--- config.mk ---
export PLATFORM = sky130hd
export DESIGN_NAME = ser_pp_rowgen
export DESIGN_NICKNAME = d
export VERILOG_FILES = /design/src/rtl/ser_pp_pkg.sv /design/src/rtl/ser_pp_history.sv /design/src/rtl/ser_pp_row_index.sv /design/src/rtl/ser_pp_row_former.sv /design/src/rtl/ser_pp_rowgen.sv
export SDC_FILE = /design/constraint.sdc
export NUM_CORES = 1
export LEC_CHECK = 0
export ABC_AREA = 1
export BUFFER_PORTS_ARGS = -buffer_cell sky130_fd_sc_hd__buf_2
export CORE_ASPECT_RATIO = 0.9
export CORE_UTILIZATION = 46
export DETAILED_ROUTE_END_ITERATION = 12
export PLACE_DENSITY_LB_ADDON = 0.12
export SLEW_MARGIN = 25
export SYNTH_ARGS = -nofsm -noshare
export SYNTH_HDL_FRONTEND = slang
export SYNTH_HIERARCHICAL = 1
export SYNTH_SLANG_ARGS = --single-unit
export TNS_END_PERCENT = 1
--- constraint.sdc ---
create_clock -name clk -period 1.7 [get_ports clk]
set_clock_uncertainty 0.15 [all_clocks]
set_input_delay 0.34 -clock clk [delete_from_list [all_inputs] [get_ports clk]]
set_output_delay 0.34 -clock clk [all_outputs]
set_load 0.01 [all_outputs]
--- src/rtl/ser_pp_pkg.sv ---
`timescale 1ns/1ps
package ser_pp_pkg;
   localparam int unsigned MIN_OPERAND_WIDTH = 2;

   function automatic int unsigned index_bits(input int unsigned w);
      return (w <= 2) ? 1 : $clog2(w);
   endfunction
endpackage

--- src/rtl/ser_pp_history.sv ---
`timescale 1ns/1ps
module ser_pp_history
   import ser_pp_pkg::*;
#(
   parameter int unsigned DEPTH = 7
) (
   input  logic             clk,
   input  logic             rst_n,
   input  logic             restart,
   input  logic             accept,
   input  logic             wrap,
   input  logic             din,
   output logic [DEPTH-1:0] view
);
   logic [DEPTH-1:0] hist_q;
   logic [DEPTH-1:0] shifted;

   assign view = restart ? '0 : hist_q;

   generate
      if (DEPTH == 1) begin : g_single
         assign shifted = din;
      end else begin : g_chain
         assign shifted = {view[DEPTH-2:0], din};
      end
   endgenerate

   always_ff @(posedge clk or negedge rst_n) begin
      if (!rst_n) begin
         hist_q <= '0;
      end else if (accept) begin
         hist_q <= wrap ? '0 : shifted;
      end else if (restart) begin
         hist_q <= '0;
      end
   end

   // a bare start leaves no stored bit behind
   assert_start_clears_R8: assert property (@(posedge clk) disable iff (!rst_n)
      (restart && !accept) |=> (hist_q == '0));
   // after the last row the history is empty for the next product
   assert_wrap_clears_R7: assert property (@(posedge clk) disable iff (!rst_n)
      (accept && wrap) |=> (hist_q == '0));
   // idle cycles keep the stored bits
   assert_idle_holds_R9: assert property (@(posedge clk) disable iff (!rst_n)
      (!accept && !restart) |=> $stable(hist_q));
endmodule

--- src/rtl/ser_pp_row_index.sv ---
`timescale 1ns/1ps
module ser_pp_row_index
   import ser_pp_pkg::*;
#(
   parameter int unsigned WIDTH = 8,
   localparam int unsigned IW   = index_bits(WIDTH)
) (
   input  logic          clk,
   input  logic          rst_n,
   input  logic          restart,
   input  logic          accept,
   output logic [IW-1:0] index,
   output logic          at_last
);
   localparam logic [IW-1:0] LAST_INDEX = IW'(WIDTH - 1);

   logic [IW-1:0] cnt_q;

   assign index   = restart ? '0 : cnt_q;
   assign at_last = (index == LAST_INDEX);

   always_ff @(posedge clk or negedge rst_n) begin
      if (!rst_n) begin
         cnt_q <= '0;
      end else if (accept) begin
         cnt_q <= at_last ? '0 : IW'(index + 1'b1);
      end else if (restart) begin
         cnt_q <= '0;
      end
   end

   // the index returns to zero after the last row
   assert_index_wraps_R7: assert property (@(posedge clk) disable iff (!rst_n)
      (accept && at_last) |=> (cnt_q == '0));
   // inside a product every accepted row advances the index by one
   assert_index_steps_R7: assert property (@(posedge clk) disable iff (!rst_n)
      (accept && !at_last) |=> (cnt_q == IW'($past(index) + 1'b1)));
   // no movement without a valid bit pair or start
   assert_index_idle_R9: assert property (@(posedge clk) disable iff (!rst_n)
      (!accept && !restart) |=> $stable(cnt_q));
   // a bare start puts the index at row 0
   assert_index_start_R8: assert property (@(posedge clk) disable iff (!rst_n)
      (restart && !accept) |=> (cnt_q == '0));
endmodule

--- src/rtl/ser_pp_row_former.sv ---
`timescale 1ns/1ps
module ser_pp_row_former #(
   parameter int unsigned WIDTH = 8,
   localparam int unsigned HD   = WIDTH - 1,
   localparam int unsigned RW   = 2 * WIDTH
) (
   input  logic          valid,
   input  logic          x_now,
   input  logic          y_now,
   input  logic [HD-1:0] x_hist,
   input  logic [HD-1:0] y_hist,
   output logic [RW-1:0] row
);
   always_comb begin
      row = '0;
      row[WIDTH-1] = valid & x_now & y_now;
      for (int k = 0; k < int'(HD); k++) begin
         row[WIDTH+k]   = valid & y_now & x_hist[k];
         row[WIDTH-2-k] = valid & x_now & y_hist[k];
      end
   end
endmodule

--- src/rtl/ser_pp_rowgen.sv ---
`timescale 1ns/1ps
module ser_pp_rowgen
   import ser_pp_pkg::*;
#(
   parameter int unsigned WIDTH = 8,
   localparam int unsigned RW   = 2 * WIDTH,
   localparam int unsigned HD   = WIDTH - 1,
   localparam int unsigned IW   = index_bits(WIDTH)
) (
   input  logic          clk,
   input  logic          rst_n,
   input  logic          start,
   input  logic          in_valid,
   input  logic          x_bit,
   input  logic          y_bit,
   output logic [RW-1:0] pp_row,
   output logic          row_valid,
   output logic          last_row
);
   generate
      if (WIDTH < MIN_OPERAND_WIDTH) begin : g_bad_width
         $error("ser_pp_rowgen: WIDTH must be at least 2");
      end
   endgenerate

   logic [IW-1:0] row_idx;
   logic          idx_last;
   logic [HD-1:0] x_view;
   logic [HD-1:0] y_view;

   ser_pp_row_index #(.WIDTH(WIDTH)) u_index (
      .clk     (clk),
      .rst_n   (rst_n),
      .restart (start),
      .accept  (in_valid),
      .index   (row_idx),
      .at_last (idx_last)
   );

   ser_pp_history #(.DEPTH(HD)) u_x_hist (
      .clk     (clk),
      .rst_n   (rst_n),
      .restart (start),
      .accept  (in_valid),
      .wrap    (idx_last),
      .din     (x_bit),
      .view    (x_view)
   );

   ser_pp_history #(.DEPTH(HD)) u_y_hist (
      .clk     (clk),
      .rst_n   (rst_n),
      .restart (start),
      .accept  (in_valid),
      .wrap    (idx_last),
      .din     (y_bit),
      .view    (y_view)
   );

   ser_pp_row_former #(.WIDTH(WIDTH)) u_former (
      .valid  (in_valid),
      .x_now  (x_bit),
      .y_now  (y_bit),
      .x_hist (x_view),
      .y_hist (y_view),
      .row    (pp_row)
   );

   assign row_valid = in_valid;
   assign last_row  = in_valid & idx_last;

   localparam logic [RW-1:0] CENTRE_ONLY = RW'(1) << (WIDTH - 1);

   // a flagged last row is always a valid row
   assert_last_needs_valid_R1: assert property (@(posedge clk) disable iff (!rst_n)
      last_row |-> row_valid);
   // no bit leaks out while no row is presented
   assert_idle_row_zero_R1: assert property (@(posedge clk) disable iff (!rst_n)
      !row_valid |-> (pp_row == '0));
   // row r never holds more than 2r+1 terms
   assert_row_population_R5: assert property (@(posedge clk) disable iff (!rst_n)
      row_valid |-> ($countones(pp_row) <= 2 * int'(row_idx) + 1));
   // the first row after start is the centre term alone
   assert_first_row_centre_R5: assert property (@(posedge clk) disable iff (!rst_n)
      (row_valid && start) |-> ((pp_row & ~CENTRE_ONLY) == '0));
endmodule

* Word-level counts from Yosys, hierarchy flattened
Index checks and enable logic that the tools add are counted.
** Word-level totals
- Register bits after elaboration :: 17
- Bits of input ports :: 6
- Output and inout bits :: 18
- Word-level logic and storage cells :: 32
** Operators by class
- Add/sub/neg operators :: 1
- Equality and inequality tests :: 1
- Muxes and demuxes :: 9
- Bitwise logic cells :: 18
** Operator list (count)
- $mux 7 :: 6
- $and 1x1->1 :: 18
- $mux 3 :: 3
- $add 3x1->3 const B :: 1
- $eq 3x3->1 const B :: 1

* Logic depth before layout (Yosys ltp)
- Depth in word-level cells :: 4
- Depth in mapped cells :: 8
- Mapped depth without buffers :: 8

* By module
Netlist, hierarchy kept.
** By module, submodules not included
- ser_pp_history :: times used 2, cells each 44, area each 321.6 µm²
- ser_pp_row_index :: times used 1, cells each 22, area each 170.2 µm²
- ser_pp_row_former :: times used 1, cells each 34, area each 131.4 µm²
- ser_pp_rowgen :: times used 1, cells each 3, area each 15.0 µm²

* Worst setup path after synthesis
OpenSTA, ideal clock, no wires.
- Path kind :: input-to-output
- From :: in start
- To :: out last_row
- Data arrival time :: 1.035 ns
- Path slack :: 0.175 ns
- Stages :: 7
- Buffers on the path :: 0
- Path through :: inv_2 -> nand2_2 -> inv_1 -> ha_1 -> ha_1 -> nand2_1 -> inv_1
** Between the ends
- Word-level cells in the longest chain between the ends :: 3
** RTL lines
- start, declared :: line ser_pp_rowgen.sv:12 : input logic start,
- $mux 3
- net row_idx[0] :: line ser_pp_rowgen.sv:26 : logic [IW-1:0] row_idx;
- $eq 3x3->1 :: line ser_pp_row_index.sv:20 : assign at_last = (index == LAST_INDEX);
- net idx_last :: line ser_pp_rowgen.sv:27 : logic idx_last;
- $and 1x1->1 :: line ser_pp_rowgen.sv:70 : assign last_row = in_valid & idx_last;
- end, declared :: line ser_pp_rowgen.sv:18 : output logic last_row
The timed path passes the listed nets, and every way through them passes these cells.

* Worst setup path after layout
- From :: reg u_index.cnt_q[0]
- To :: out last_row
** Between the ends
- Word-level cells in the longest chain between the ends :: 3
** RTL lines
- start, declared :: line ser_pp_row_index.sv:17 : logic [IW-1:0] cnt_q;
- start signal, assigned :: line ser_pp_row_index.sv:26 : cnt_q <= at_last ? '0 : IW'(index + 1'b1);
- $mux 3
- net row_idx[0] :: line ser_pp_rowgen.sv:26
- $eq 3x3->1 :: line ser_pp_row_index.sv:20
- net idx_last :: line ser_pp_rowgen.sv:27
- $and 1x1->1 :: line ser_pp_rowgen.sv:70
The timed path passes the listed nets, and every way through them passes these cells.

==> impl_metrics.toml <==
[clocking]
cts_tree = "yes"
clockBufferDepth = 2
cts_max_level = 1
clock_sinks = 17
insertion_delay_ns = 0.29
cts_buffers = 3
cts.reportedPaths.clkPinSlew_ns = 0.11
root_buffer = "clkbuf_4"

[global_route]
grt_overflow = 0
grt_pass1_vias = 825
grt_pass1_wl_mm = 3.505
grt_max_degree = 18
antenna_found_initial = 0
grtUsageTotal = 0.2063

[final_layout]
final_cell_mix = "50 x nand2_1, 35 x inv_1, 25 x nor2_1"
final_cell_count_no_fill = 221
area_growth_pct = 40.29
antenna_cells = 0
fill_cells = 167
multi_input_comb_area_um2 = 422.9
fin_nets = 205
final_common_cell = "nand2_1"
ff_latch_area_um2 = 425.4
drive_gt1_frac = 0.3265
finalInstanceArea_um2 = 1346

[drt]
ant_nets = 0
drt_wl_total_mm = 2.101
drt-initial-drc-count = 23
viasPerCell = 4.317
drc = 0
drt_first_pass_iters = 4
vias = 954
routedWlPerCell_um = 9.507

[setup_path]
r2r-start = "u_index/cnt_q[0]"
rr_worst_depth = 11
critPathRequiredTime_ns = 1.21
worst-path-max-fanout = 2
slowest_stage = "dfrtp_1"
r2r_setup_slack_ns = -0.06
crit_chain = "nand2_2 > inv_2 > ha_4 > ha_4 > nand2_2 > inv_1 > buf_2"
cpPeakStageDelay_ns = 0.40
end_kind = "output port"
r2r-end = "u_index/cnt_q[0]"
startpoint_type = "flop"
crit_type = "flop to output port"
crit_arrival_ns = 1.34

[synthesis]
synth-seq-cells = 17
synth_nets = 155
syn_avg_cell_area_um2 = 6.528
yosysUniqueCellTypes = 11
synthCells = 147
synth_largest_area_cell = "dfrtp_1"
synth_top_area_share = 0.4433
ys_seq_area_frac = 0.4433
yosys_warnings = 6
synth_area_um2 = 959.7
ys_top_cells_by_area = "dfrtp_1 44%, nand2_1 20%, inv_1 14%, nor2_1 12%, ha_1 2.6%"

[min_path]
hold_start = "y_bit"
hp-class = "primary input to flop"
worstHoldPathCells = 3
whs_endpoint = "u_y_hist/hist_q[0]"

[timing]
fmax_ghz = 0.5454
hold_slack_ns = 0.1175
setup_viol = 2
fin_ws_ns = -0.1334
hold_viol = 0
slew_viol_final = 0
rsz0062_at_grt = "yes"
period_minus_slack_ns = 1.833
fin_crit_sh = 1.078

[floorplan]
core_area_um2 = 1933
chipHeight_um = 45.33
num_rows = 15
fp.dieW_um = 50.15
die_area_um2 = 2273
start_util = 0.4964
io_pins = 24

[job]
cap_violations = 0

[placement]
place_ws_ns = -0.03506
placed_cell_area_um2 = 1184
place_hpwl_mm = 1.441
portBuffers = 22
place.gp.congestion = 0.7721
place_inst = 205

[pwr]
p_leak_nw = 0.7742
p_per_area_nw_per_um2 = 575.5
vdd_drop_max_uv = 371.3
p_total_mw = 0.7748

[status]
outcome = "complete, but fails checks"
violations = "negative setup slack"
-- critical path, delay by kind of cell, from the launching register on --
| kind | cells | cell delay (ns) |
|---|---|---|
| adders and majority gates | 2 | 0.32 |
| and+or+nand+nor | 2 | 0.14 |
| DFF | 1 | 0.40 |
| buffers and inverters | 3 | 0.20 |
-- stage by stage --
| step | util | setup TNS (ns) |
|---|---|---|
| finish | 0.6964 | -0.1943 |
| global route | 0.6964 | -0.4162 |
| CTS | 0.6809 | -0.1687 |
| detailed placement | 0.6123 | -0.2737 |
| global placement | 0.6123 | 0 |
| floorplan | - | 0 |
-- Yosys cell counts --
master and n:
buf_4 2, conb_1 1, dfrtp_1 17, ha_1 2
inv_1 36, inv_2 1, nand2_1 51, nand2_2 1
nand3_1 3, nor2_1 31, nor2_4 2
-- state kept, by name, indices dropped and copies added, names as in the netlist --
| name | count |
|---|---|
| u_index/cnt_q | 3 |
| u_x_hist/hist_q | 7 |
| u_y_hist/hist_q | 7 |
-- worst max path at each step --
stage,start,to,depth (start not counted)
2_1_floorplan,start,last_row,7
3_3_place_gp,start,last_row,9
3_5_place_dp,start,last_row,9
4_1_cts,u_index/cnt_q[0],last_row,7
5_1_grt,u_index/cnt_q[1],last_row,7
6_report,u_index/cnt_q[0],last_row,7
-- layer usage --
metal	part of all wire	routed length (um)	GRT usage	vias up
met3	0.046	97	0.03030	2
met5	0	0	0	-
met1	0.46	956	0.2706	426
met4	0.0086	18	0.05143	0
li1	-	-	-	503
met2	0.49	1029	0.3600	23
-- cell type report --
cell class	instances	area share
clock buffers	3	0.01673
clock inverters	1	0.003717
inverters	37	0.1032
multi-input cells	91	0.3141
flip-flops and latches	17	0.3160
well taps	25	0.02323
repair buffers	47	0.2230
-- cells by family after synthesis --
| group | count (synthesis) | synth area share |
|---|---|---|
| other cells | 1 | 0.003908 |
| fa+ha+maj | 2 | 0.02607 |
| buf+inv | 39 | 0.1604 |
| simple gates | 88 | 0.3664 |
| flops | 17 | 0.4433 |
-- timing repair --
| action | CTS | global route |
|---|---|---|
| hold endpoints to repair | 17 | 0 |
| buffers inserted | 9 | 2 |
| gates resized for setup | 6 | 6 |
| pin swaps | 2 | 5 |
| hold buffers | 1 | 0 |
| endpoints found under the setup margin | 1 | 7 |
-- power by group --
| part | leakage [nW] | internal (mW) | switching, mW |
|---|---|---|---|
| sequential | 0.231 | 0.417 | 0.00512 |
| clock | 0.0177 | 0.0872 | 0.134 |
| combinational | 0.526 | 0.0567 | 0.0743 |
| total | 0.774 | 0.561 | 0.214 |
Power figures use the tool's default switching activity.
